[src/rtl/tx_safety_seq.sv]
module tx_safety_seq #(
  parameter int HOLD_CYC = 1000,
  parameter int INIT_CYC = 30000
) (
  input  logic clk,
  input  logic rst_n,
  input  logic pwr_good,
  input  logic tx_dis,
  input  logic laser_fault,
  output logic laser_en,
  output logic tx_fault,
  output logic tx_ready
);
  localparam int HW = $clog2(HOLD_CYC + 1);
  localparam int IW = $clog2(INIT_CYC + 1);

  typedef enum logic [2:0] {ST_OFF, ST_INIT, ST_RUN, ST_DIS, ST_FLT} st_t;

  st_t           st_q, st_d;
  logic          latch_q, latch_d;
  logic [HW-1:0] hold_q;
  logic [IW-1:0] init_q;

  wire hold_ok   = (hold_q >= HW'(HOLD_CYC));
  wire init_done = (init_q == IW'(INIT_CYC - 1));

  always_comb begin
    st_d    = st_q;
    latch_d = latch_q;
    if (!pwr_good) begin
      st_d    = ST_OFF;
      latch_d = 1'b0;
    end else begin
      case (st_q)
        ST_OFF:  st_d = tx_dis ? ST_DIS : ST_INIT;
        ST_INIT: begin
          if (tx_dis) st_d = ST_DIS;
          else if (laser_fault) begin
            st_d    = ST_FLT;
            latch_d = 1'b1;
          end else if (init_done) st_d = ST_RUN;
        end
        ST_RUN: begin
          if (tx_dis) st_d = ST_DIS;
          else if (laser_fault) begin
            st_d    = ST_FLT;
            latch_d = 1'b1;
          end
        end
        ST_DIS: begin
          if (!tx_dis) begin
            if (latch_q && !hold_ok) st_d = ST_FLT;
            else begin
              st_d    = ST_INIT;
              latch_d = 1'b0;
            end
          end
        end
        ST_FLT:  if (tx_dis) st_d = ST_DIS;
        default: st_d = ST_OFF;
      endcase
    end
  end

  always_ff @(posedge clk or negedge rst_n) begin
    if (!rst_n) begin
      st_q    <= ST_OFF;
      latch_q <= 1'b0;
      hold_q  <= '0;
      init_q  <= '0;
    end else begin
      st_q    <= st_d;
      latch_q <= latch_d;
      if (st_q != ST_DIS)           hold_q <= '0;
      else if (tx_dis && !hold_ok)  hold_q <= hold_q + 1'b1;
      if (st_q != ST_INIT)          init_q <= '0;
      else if (!init_done)          init_q <= init_q + 1'b1;
    end
  end

  assign laser_en = (st_q == ST_INIT) || (st_q == ST_RUN);
  assign tx_ready = (st_q == ST_RUN);
  assign tx_fault = latch_q;
endmodule

[config.mk]
export PLATFORM = sky130hd
export DESIGN_NAME = tx_safety_seq
export DESIGN_NICKNAME = d
export VERILOG_FILES = /design/src/rtl/tx_safety_seq.sv
export SDC_FILE = /design/constraint.sdc
export NUM_CORES = 1
export LEC_CHECK = 0
export BUFFER_PORTS_ARGS = -buffer_cell sky130_fd_sc_hd__buf_2
export CAP_MARGIN = 25
export CORE_ASPECT_RATIO = 0.5
export CORE_MARGIN = 1.5
export CORE_UTILIZATION = 40
export CTS_CLUSTER_DIAMETER = 30
export DETAILED_ROUTE_END_ITERATION = 8
export GPL_TIMING_DRIVEN = 0
export PLACE_DENSITY = 0.58
export SYNTH_ARGS = -nofsm -noshare
export SYNTH_HDL_FRONTEND = slang
export SYNTH_SLANG_ARGS = --single-unit
[constraint.sdc]
create_clock -name clk -period 1.9 [get_ports clk]
set_clock_uncertainty 0.05 [all_clocks]
set_input_delay 0 -clock clk [delete_from_list [all_inputs] [get_ports clk]]
set_output_delay 0 -clock clk [all_outputs]
set_load 0.01 [all_outputs]
==> results.cfg, run 1 <==
[sta]
fin_crit_ns = 1.85
finalSetupTns_ns = 0
rsz0062_at_grt = yes
worst_pin_slew_ns = 0.642
setup_violations = 0
maxSlewViolCount = 0
hold_viol_final = 0
timing.final.crit_share_pct = 97.3
fmax_ghz = 0.541
relSlewSlack_pct = 57.2

[detailed_routing]
totalWireLength_mm = 3.32
viasPerCell = 5.28
final_antenna_net_count = 0
wl_per_cell_um = 13.0
drc = 0
drt-pass1-iter-count = 4
vias = 1352
drtIter0Drc = 46

[clock_network]
htree_levels = 2
cts_buffer_depth = 2
cts_tree = done
cts-root-buf = clkbuf_8
clk_latency_ns = 0.28
cts.sinks = 29
cts_buffers = 5
path_clk_slew_ns = 0.07

[power]
pwr-share-seq_pct = 41.3
ir_drop_mv = 0.367
clockPowerShare_pct = 41.1
cellLeakagePower_nw = 0.761
power_density_nw_per_um2 = 840
switching_share_pct = 26.4
p_comb_share_pct = 17.6
netSwitchingPower_uw = 433
p_int_mw = 1.20

[yosys]
synth-seq-cells = 29
yosysWarnings = 0
seq_area_frac_synth_pct = 43.7
synth_edf_count = 0
synth_ff_type = dfrtp_1
syn-cell-area_um2 = 1660
synth_xor_xnor_area_share_pct = 6.86
synth_simple_gate_area_share_pct = 24.6
async_flop_share_pct = 100
synth.top_cells.by_count = 29 x dfrtp_1, 23 x nor2_1, 14 x nand2_1, 11 x a21oi_1
syn_inst = 181
synth_compound_area_share_pct = 15.2
yosysTopAreaCellShare_pct = 43.7
ys_types = 47
yosysMostFrequentCell = dfrtp_1
muxShareOfSynthArea_pct = 2.49
synth_fa_ha_area_share_pct = 2.87
yosys-top-cells-area = dfrtp_1 44%, xnor2_1 5.3%, nor2_1 5.2%
synth_nets = 189
yosysTopAreaCell = dfrtp_1
synth_top_family_by_area = simple AND/OR/NAND/NOR gates
syn_avg_cell_area_um2 = 9.17

[floorplanning]
rows = 16
die_w_um = 94.1
start_util_pct = 42.1
pin_count = 8
chipHeight_um = 48.5
die_area_um2 = 4570
core_area_um2 = 3940

[final_layout]
fin_nets = 209
layout.cells.non_filler = 256
n_antenna_cell = 0
regArea_um2 = 728
drive_gt1_share_pct = 16.3
multi_input_area_um2 = 873
area_growth_pct = 17.4
n_fill_cell = 393

[flow_run]
maxCapViolCount = 0

[worst_setup_path]
cp.arrival_ns = 1.97
critPathKind = reg2reg
crit_fanout = 6
crit_path_end_kind = flop
worstSetupStartpointType = flop
crit_required_ns = 2.02

[global_route]
antenna_found_initial = 0
grt_pass1_wl_mm = 6.07
grt.total_usage_pct = 17.2
grt_pass1_vias = 1341
overflow = 0
grt_max_degree = 30

[status]
status = complete, no violations

[placement]
globalplace.congestion = 0.764
place.detailed.hpwl_mm = 2.29
io_buffers = 7
placedCellCount = 242

[hold_path]
hold_class = in2reg
==> cells in the final DEF (no fill, tap or decap), types with 2 or more instances in the layout <==
cell type      instances
or3_1                  5
buf_2                  8
dfrtp_2                2
clkbuf_1               3
a21boi_0               2
nand2b_1               2
nor4_1                 2
buf_4                  4
ha_1                   3
xor2_1                 3
nor3_1                 5
o211ai_1               2
dlygate4sd3_1          2
inv_1                 10
nor2_1                23
a31o_2                 2
buf_6                  2
o21ai_0                8
nand4_1                6
nand3_1                5
clkbuf_8               6
mux2i_1                3
or2_2                  2
a21oi_1               11
o21a_1                 2
dfrtp_1               27
xnor2_1               10
o21ai_1                2
a2111oi_0              2
nand2_1               14
==> stage by stage <==
stage	area (um2)	hold WS [ns]	utilization [%]	total power, mW	setup WS, ns
global placement	1760	0.0255	44.7	0.939	0.0446
CTS	1900	0.0179	48.2	1.62	0.0180
global route	1950	0.0514	49.4	1.73	-0.0431
floorplan	1660	-0.346	-	0.864	0.151
detailed placement	1760	0.0260	44.7	0.947	0.0258
finish	1950	0.0154	49.4	1.64	0.0522
==> power groups by stage <==
stage          clock [mW]  combinational, mW  sequential [mW]
2_1_floorplan           0              0.183            0.680
3_3_place_gp            0              0.255            0.684
3_5_place_dp            0              0.261            0.686
4_1_cts             0.684              0.265            0.675
5_1_grt             0.721              0.328            0.680
6_report            0.673              0.288            0.676
==> metal layers <==
layer	vias up	global-route usage (%)	routed length (um)
met5	-	0	0
met4	0	5.22	32
met3	5	6.13	102
met2	11	26.4	1510
met1	651	22.9	1680
li1	685	-	-
==> critical path, stage by stage (launching register included) <==
cell     delay [ns]
dfrtp_2        0.44
or4bb_4        0.54
nor4_4         0.28
buf_4          0.19
mux2i_1        0.18
nor2_1         0.05
==> path summary, 6_finish.rpt <==
kind / slack [ns] / cells after the start / start / to
worst max-delay path: 0.05 / 5 / init_q[9] / init_q[1]
worst min-delay path: 0.02 / 4 / laser_fault / st_q[1]
worst max register to register: 0.05 / 5 / init_q[9] / init_q[1]
worst min register to register: 0.51 / 2 / init_q[1] / init_q[1]
max in group asynchronous: 1.12 / 2 / rst_n / init_q[9]
min in group asynchronous: 0.22 / 2 / rst_n / init_q[14]
==> layout make-up <==
type                            instances  area share, %
Timing Repair Buffer                   13           4.37
Inverter                               10           1.93
Buffer                                  6           2.06
Sequential cell                        29           37.4
Tap cell                               54           3.47
Clock inverter                          1           1.54
Multi-Input combinational cell        136           44.8
Clock buffer                            7           4.43
==> cell families (layout without fill, tap and decap cells) <==
family	count (synthesis)	in the layout
AO/OA/AOI/OAI	39	39
adder cells (fa/ha/maj)	4	4
XOR/XNOR	13	13
multiplexers	4	4
AND/OR/NAND/NOR	76	76
flip-flops	29	29
buffers and inverters	16	37
==> state kept, by name (all words and copies together) (netlist names) <==
| register | cells |
|---|---|
| hold_q | 10 |
| init_q | 15 |
| st_q | 3 |
| tx_fault | 1 |
==> timing repair <==
| action | in CTS | in global routing |
|---|---|---|
| buffers inserted | 0 | 4 |
| endpoints found under the hold margin | 33 | 0 |
| pin swaps | 0 | 3 |
| endpoints found under the setup margin | 1 | 11 |
| resized for setup | 1 | 8 |
| hold buffers | 2 | 0 |
Note: power is estimated with default switching activity, not from simulation.
==> run 2: changes to the inputs <==
ABC_AREA = 1   (was default)
==> run 2 against run 1 <==
Compared with the run above: combinational power is 78% higher; core utilization decreased by 1.7 points; fmax is 12% higher; final cell count up 20%; highest routed layer unchanged.
==> results.cfg, run 2 <==
[final_layout]
finalInstanceArea_um2 = 1890
final_cell_mix = 67 x nand2_1, 31 x nor2_1, 29 x inv_1, 29 x dfrtp_1, 24 x nand3_1
largest_reg_flops = 15
drive_gt1_share_pct = 7.94
final_common_cell = nand2_1
largestRegisters = init_q: 15 flops, hold_q: 10 flops, st_q: 3 flops
n_fill_cell = 406
layout.cells.non_filler = 306
area_growth_pct = 12.1
top_register = init_q
n_antenna_cell = 0
fin_nets = 260

[sta]
timing.final.crit_share_pct = 87.2
rsz0062_at_grt = no
fin_crit_ns = 1.66
setup_ws_ns = 0.244
fmax_ghz = 0.604
hold_viol_final = 0
worst_pin_slew_ns = 0.644
setup_violations = 0
relSlewSlack_pct = 57.1
finalSetupTns_ns = 0
maxSlewViolCount = 0

[yosys]
ys_types = 23
seq_area_frac_synth_pct = 43.0
synth_ff_type = dfrtp_1
synth_edf_count = 0
syn-cell-area_um2 = 1690
syn_avg_cell_area_um2 = 7.12
yosysMostFrequentCell = nand2_1
yosysWarnings = 0
synth.top_cells.by_count = 67 x nand2_1, 31 x nor2_1, 29 x dfrtp_1, 29 x inv_1, 24 x nand3_1
yosysTopAreaCellShare_pct = 43.0
synth-seq-cells = 29
synth_nets = 245
syn_inst = 237
yosysTopAreaCell = dfrtp_1
yosys-top-cells-area = dfrtp_1 43%, nand2_1 15%, nand3_1 7.1%
async_flop_share_pct = 100

[worst_setup_path]
cp.arrival_ns = 1.78
crit_path_end_kind = flop
cpMostUsedCell = nand2_1
endpoint = st_q[2]
slowest_stage = dfrtp_1
cp_slowest_stage_delay_ns = 0.41
worstPathCellList = ha_1 > nand3_1 > nor2_1 > nand2_1 > nand2_1 > nand2_1 > nand2_1 > nand2_1 > nand2_1
r2r_setup_slack_ns = 0.24
cp-startpoint = init_q[0]
critPathKind = reg2reg
crit_required_ns = 2.02
r2r_end = st_q[2]
worstSetupStartpointType = flop
crit_fanout = 7
worstReg2RegStart = init_q[0]
r2r.worst_path.cells = 9

[placement]
placedCellCount = 297
placed_area_um2 = 1780
place.detailed.hpwl_mm = 2.49
io_buffers = 6
globalplace.congestion = 0.818
place_ws_ns = 0.283

[detailed_routing]
dr_wl_met2_mm = 1.43
wl_per_cell_um = 11.2
drt-pass1-iter-count = 4
totalWireLength_mm = 3.44
drc = 0
final_antenna_net_count = 0
vias = 1516
drtIter0Drc = 92
wl_met1_mm = 1.79
viasPerCell = 4.95
highest_layer = met4
route.met3.wl_um = 151

[status]
status = complete, no violations

[clock_network]
cts_buffers = 5
cts_setup_buffers = 0
cts_tree = done
cts.sinks = 29
clk_latency_ns = 0.28
cts_buffer_depth = 2
cts-root-buf = clkbuf_8
path_clk_slew_ns = 0.06
htree_levels = 2

[global_route]
overflow = 0
grt_max_degree = 30
grt_pass1_vias = 1369
grt.total_usage_pct = 17.4
antenna_found_initial = 0
grt_pass1_wl_mm = 6.09

[floorplanning]
start_util_pct = 42.6
rows = 16
chipHeight_um = 48.9
die_w_um = 94.8
core_area_um2 = 3960
die_area_um2 = 4640
pin_count = 8

[flow_run]
maxCapViolCount = 0

[hold_path]
hold_class = in2reg

[power]
cellLeakagePower_nw = 0.887
ir_drop_mv = 0.286
power_density_nw_per_um2 = 939
==> run 2: cell families after synthesis <==
| kind of cell | share of synthesized area, % |
|---|---|
| XOR/XNOR | 1.56 |
| buffers and inverters | 8.23 |
| AO/OA/AOI/OAI | 9.57 |
| flip-flops | 43.0 |
| AND/OR/NAND/NOR | 35.4 |
| adder cells (fa/ha/maj) | 2.23 |
==> run 2: final cells by class <==
cell class | instances | area [um2] | area share, %
clock buffer | 7 | 86.3 | 4.57
timing repair buffer | 8 | 50.0 | 2.65
buffer | 4 | 26.3 | 1.39
inverter | 30 | 113 | 5.96
tap | 54 | 67.6 | 3.57
sequential | 29 | 726 | 38.4
multi-input combinational | 174 | 822 | 43.5
==> run 2: worst min path at each step <==
stage / startpoint / end / slack [ns] / depth (start not counted)
floorplan: rst_n / hold_q[0] / -0.35 / 0
global placement: rst_n / hold_q[6] / 0.03 / 1
detailed placement: rst_n / hold_q[6] / 0.03 / 1
CTS: laser_fault / st_q[0] / 0.10 / 6
global route: tx_dis / hold_q[4] / 0.16 / 3
finish: laser_fault / st_q[0] / 0.12 / 6
==> run 2: metal layers <==
layer	track usage, %	vias to the layer above
li1	-	794
met1	23.9	686
met2	24.4	26
met3	5.61	10
met4	8.71	0
met5	0	-
==> run 2: critical path, delay by kind of cell, from the launching register on <==
kind	cells	cell delay [ns]
adders and majority gates	1	0.25
and+or+nand+nor	8	0.85
DFF	1	0.41
==> run 2: metrics by stage <==
step / power [mW] / hold WS [ns] / util, %
after floorplan: 1.12 / -0.346 / -
after global placement: 1.26 / 0.0250 / 45.0
after detailed placement: 1.26 / 0.0307 / 45.0
after CTS: 1.80 / 0.103 / 47.7
after global routing: 1.91 / 0.156 / 47.7
final: 1.78 / 0.116 / 47.7
==> run 2: where the power goes <==
group | internal, mW | switching (mW) | leakage, nW
sequential | 0.671 | 0.0682 | 0.401
combinational | 0.176 | 0.337 | 0.442
clock | 0.287 | 0.237 | 0.0443
total | 1.13 | 0.642 | 0.887
==> run 2: what timing repair did <==
item                      CTS  global route
hold buffers                2             0
resized for setup           0             0
hold endpoints to repair   30             0
==> run 3: changes to the inputs <==
ABC_CLOCK_PERIOD_IN_PS = 1900   (was default)
PLACE_DENSITY = default   (was 0.58)
PLACE_DENSITY_LB_ADDON = 0.2   (was default)
==> run 3 against run 2 <==
Compared with the run above: sequential power about the same; critical path type unchanged; global-route usage decreased by 0.41 points; final cell count rose by 0.33%; final area decreased by 0.20%; combinational power grew 0.8%; largest cell class unchanged.
==> results.cfg, run 3 (synthesized netlist as in run 2, its figures left out) <==
[hold_path]
hp-start = laser_fault
min_to = st_q[0]
hold_class = in2reg
worstHoldPathCells = 6

[final_layout]
final_cell_mix = 67 x nand2_1, 31 x nor2_1, 29 x inv_1, 29 x dfrtp_1, 24 x nand3_1
finalInstanceArea_um2 = 1890
largest_reg_flops = 15
drive_gt1_share_pct = 8.30
final_common_cell = nand2_1
top_register = init_q
fin_nets = 260
area_growth_pct = 11.9
largestRegisters = init_q: 15 flops, hold_q: 10 flops, st_q: 3 flops
n_antenna_cell = 0
final_util_pct = 47.6

[worst_setup_path]
cp_slowest_stage_delay_ns = 0.41
slowest_stage = dfrtp_1
r2r.worst_path.cells = 9
worst_path_dominant_cell_family = simple AND/OR/NAND/NOR gates
crit_fanout = 7
cp.arrival_ns = 1.79
worstSetupStartpointType = flop
r2r_end = st_q[2]
r2r_setup_slack_ns = 0.24
cpMostUsedCell = nand2_1
crit_path_end_kind = flop
crit_buf_inv = 0
worstPathCellList = ha_1 > nand3_1 > nor2_1 > nand2_1 > nand2_1 > nand2_1 > nand2_1 > nand2_1 > nand2_1
crit_required_ns = 2.03
critPathKind = reg2reg
worstReg2RegStart = init_q[0]

[global_route]
grt_max_degree = 30
antenna_found_initial = 0
grt_pass1_vias = 1421
overflow = 0
grt.total_usage_pct = 17.0
grt_pass1_wl_mm = 6.04

[floorplanning]
die_w_um = 94.8
rows = 16
pin_count = 8
chipHeight_um = 48.9
start_util_pct = 42.6
die_area_um2 = 4640
core_area_um2 = 3960

[power]
power_density_nw_per_um2 = 931
cellLeakagePower_nw = 0.888
ir_drop_mv = 0.270

[placement]
globalplace.congestion = 0.820
place.detailed.hpwl_mm = 2.51
io_buffers = 6
place_ws_ns = 0.287
placed_area_um2 = 1780

[sta]
fmax_ghz = 0.601
rsz0062_at_grt = no
setup_ws_ns = 0.236
finalSetupTns_ns = 0
relSlewSlack_pct = 57.6
worst_pin_slew_ns = 0.636
fin_crit_ns = 1.66
timing.final.crit_share_pct = 87.6
setup_violations = 0
maxSlewViolCount = 0
hold_viol_final = 0

[detailed_routing]
wl_per_cell_um = 11.2
drc = 0
vias = 1532
drtIter0Drc = 49
viasPerCell = 4.99
totalWireLength_mm = 3.43
final_antenna_net_count = 0
drt-pass1-iter-count = 4

[clock_network]
clk_latency_ns = 0.28
cts.sinks = 29
cts_buffer_depth = 2
cts_setup_buffers = 0
cts_tree = done
cts_buffers = 5
htree_levels = 2
path_clk_slew_ns = 0.07
cts-root-buf = clkbuf_8

[flow_run]
maxCapViolCount = 0

[status]
status = complete, no violations
## run 3: stage by stage
stage | power [mW] | instances | hold slack [ns]
floorplan | 1.12 | 237 | -0.346
global placement | 1.26 | 297 | 0.0251
detailed placement | 1.26 | 297 | 0.0200
CTS | 1.77 | 307 | 0.112
global route | 1.88 | 307 | 0.151
finish | 1.76 | 307 | 0.113
## run 3: area by class of cell
class	instances	area, um2
buffer	4	26.3
clock buffer	6	72.6
clock inverter	2	10.0
fill	403	2080
inverter	30	113
multi-input combinational	174	822
sequential	29	726
tap	54	67.6
timing repair buffer	8	50.0
## run 3: what timing repair did
item	in CTS	in global routing
resized for setup	0	0
setup endpoints to repair	0	0
hold buffers	2	0
endpoints found under the hold margin	30	0
## run 3: worst max path at each step
stage,from,to,slack [ns],cells past startpoint
after floorplan,init_q[0],st_q[0],0.48,9
after global placement,init_q[0],st_q[2],0.31,9
after detailed placement,init_q[0],st_q[2],0.29,9
after CTS,init_q[0],st_q[2],0.25,9
after global routing,init_q[0],init_q[10],0.11,7
final,init_q[0],st_q[2],0.24,9
## run 3: worst register-to-register path, stage by stage (launching register included)
cell	delay (ns)
dfrtp_1	0.41
ha_1	0.26
nand3_1	0.15
nor2_1	0.06
nand2_1	0.20
nand2_1	0.08
nand2_1	0.10
nand2_1	0.10
nand2_1	0.09
nand2_1	0.05
## run 3: routing by layer
layer	vias to the layer above	share of wire (%)	track usage, %
met5	-	0	0
met4	0	1.5	7.21
met3	9	3.6	5.61
met2	28	43	25.2
met1	700	52	22.7
li1	795	-	-
## run 3: power by group
part           switching, mW  internal (mW)  total [mW]
Combinational          0.341          0.176       0.517
Clock                  0.248          0.253       0.502
Sequential            0.0679          0.670       0.738
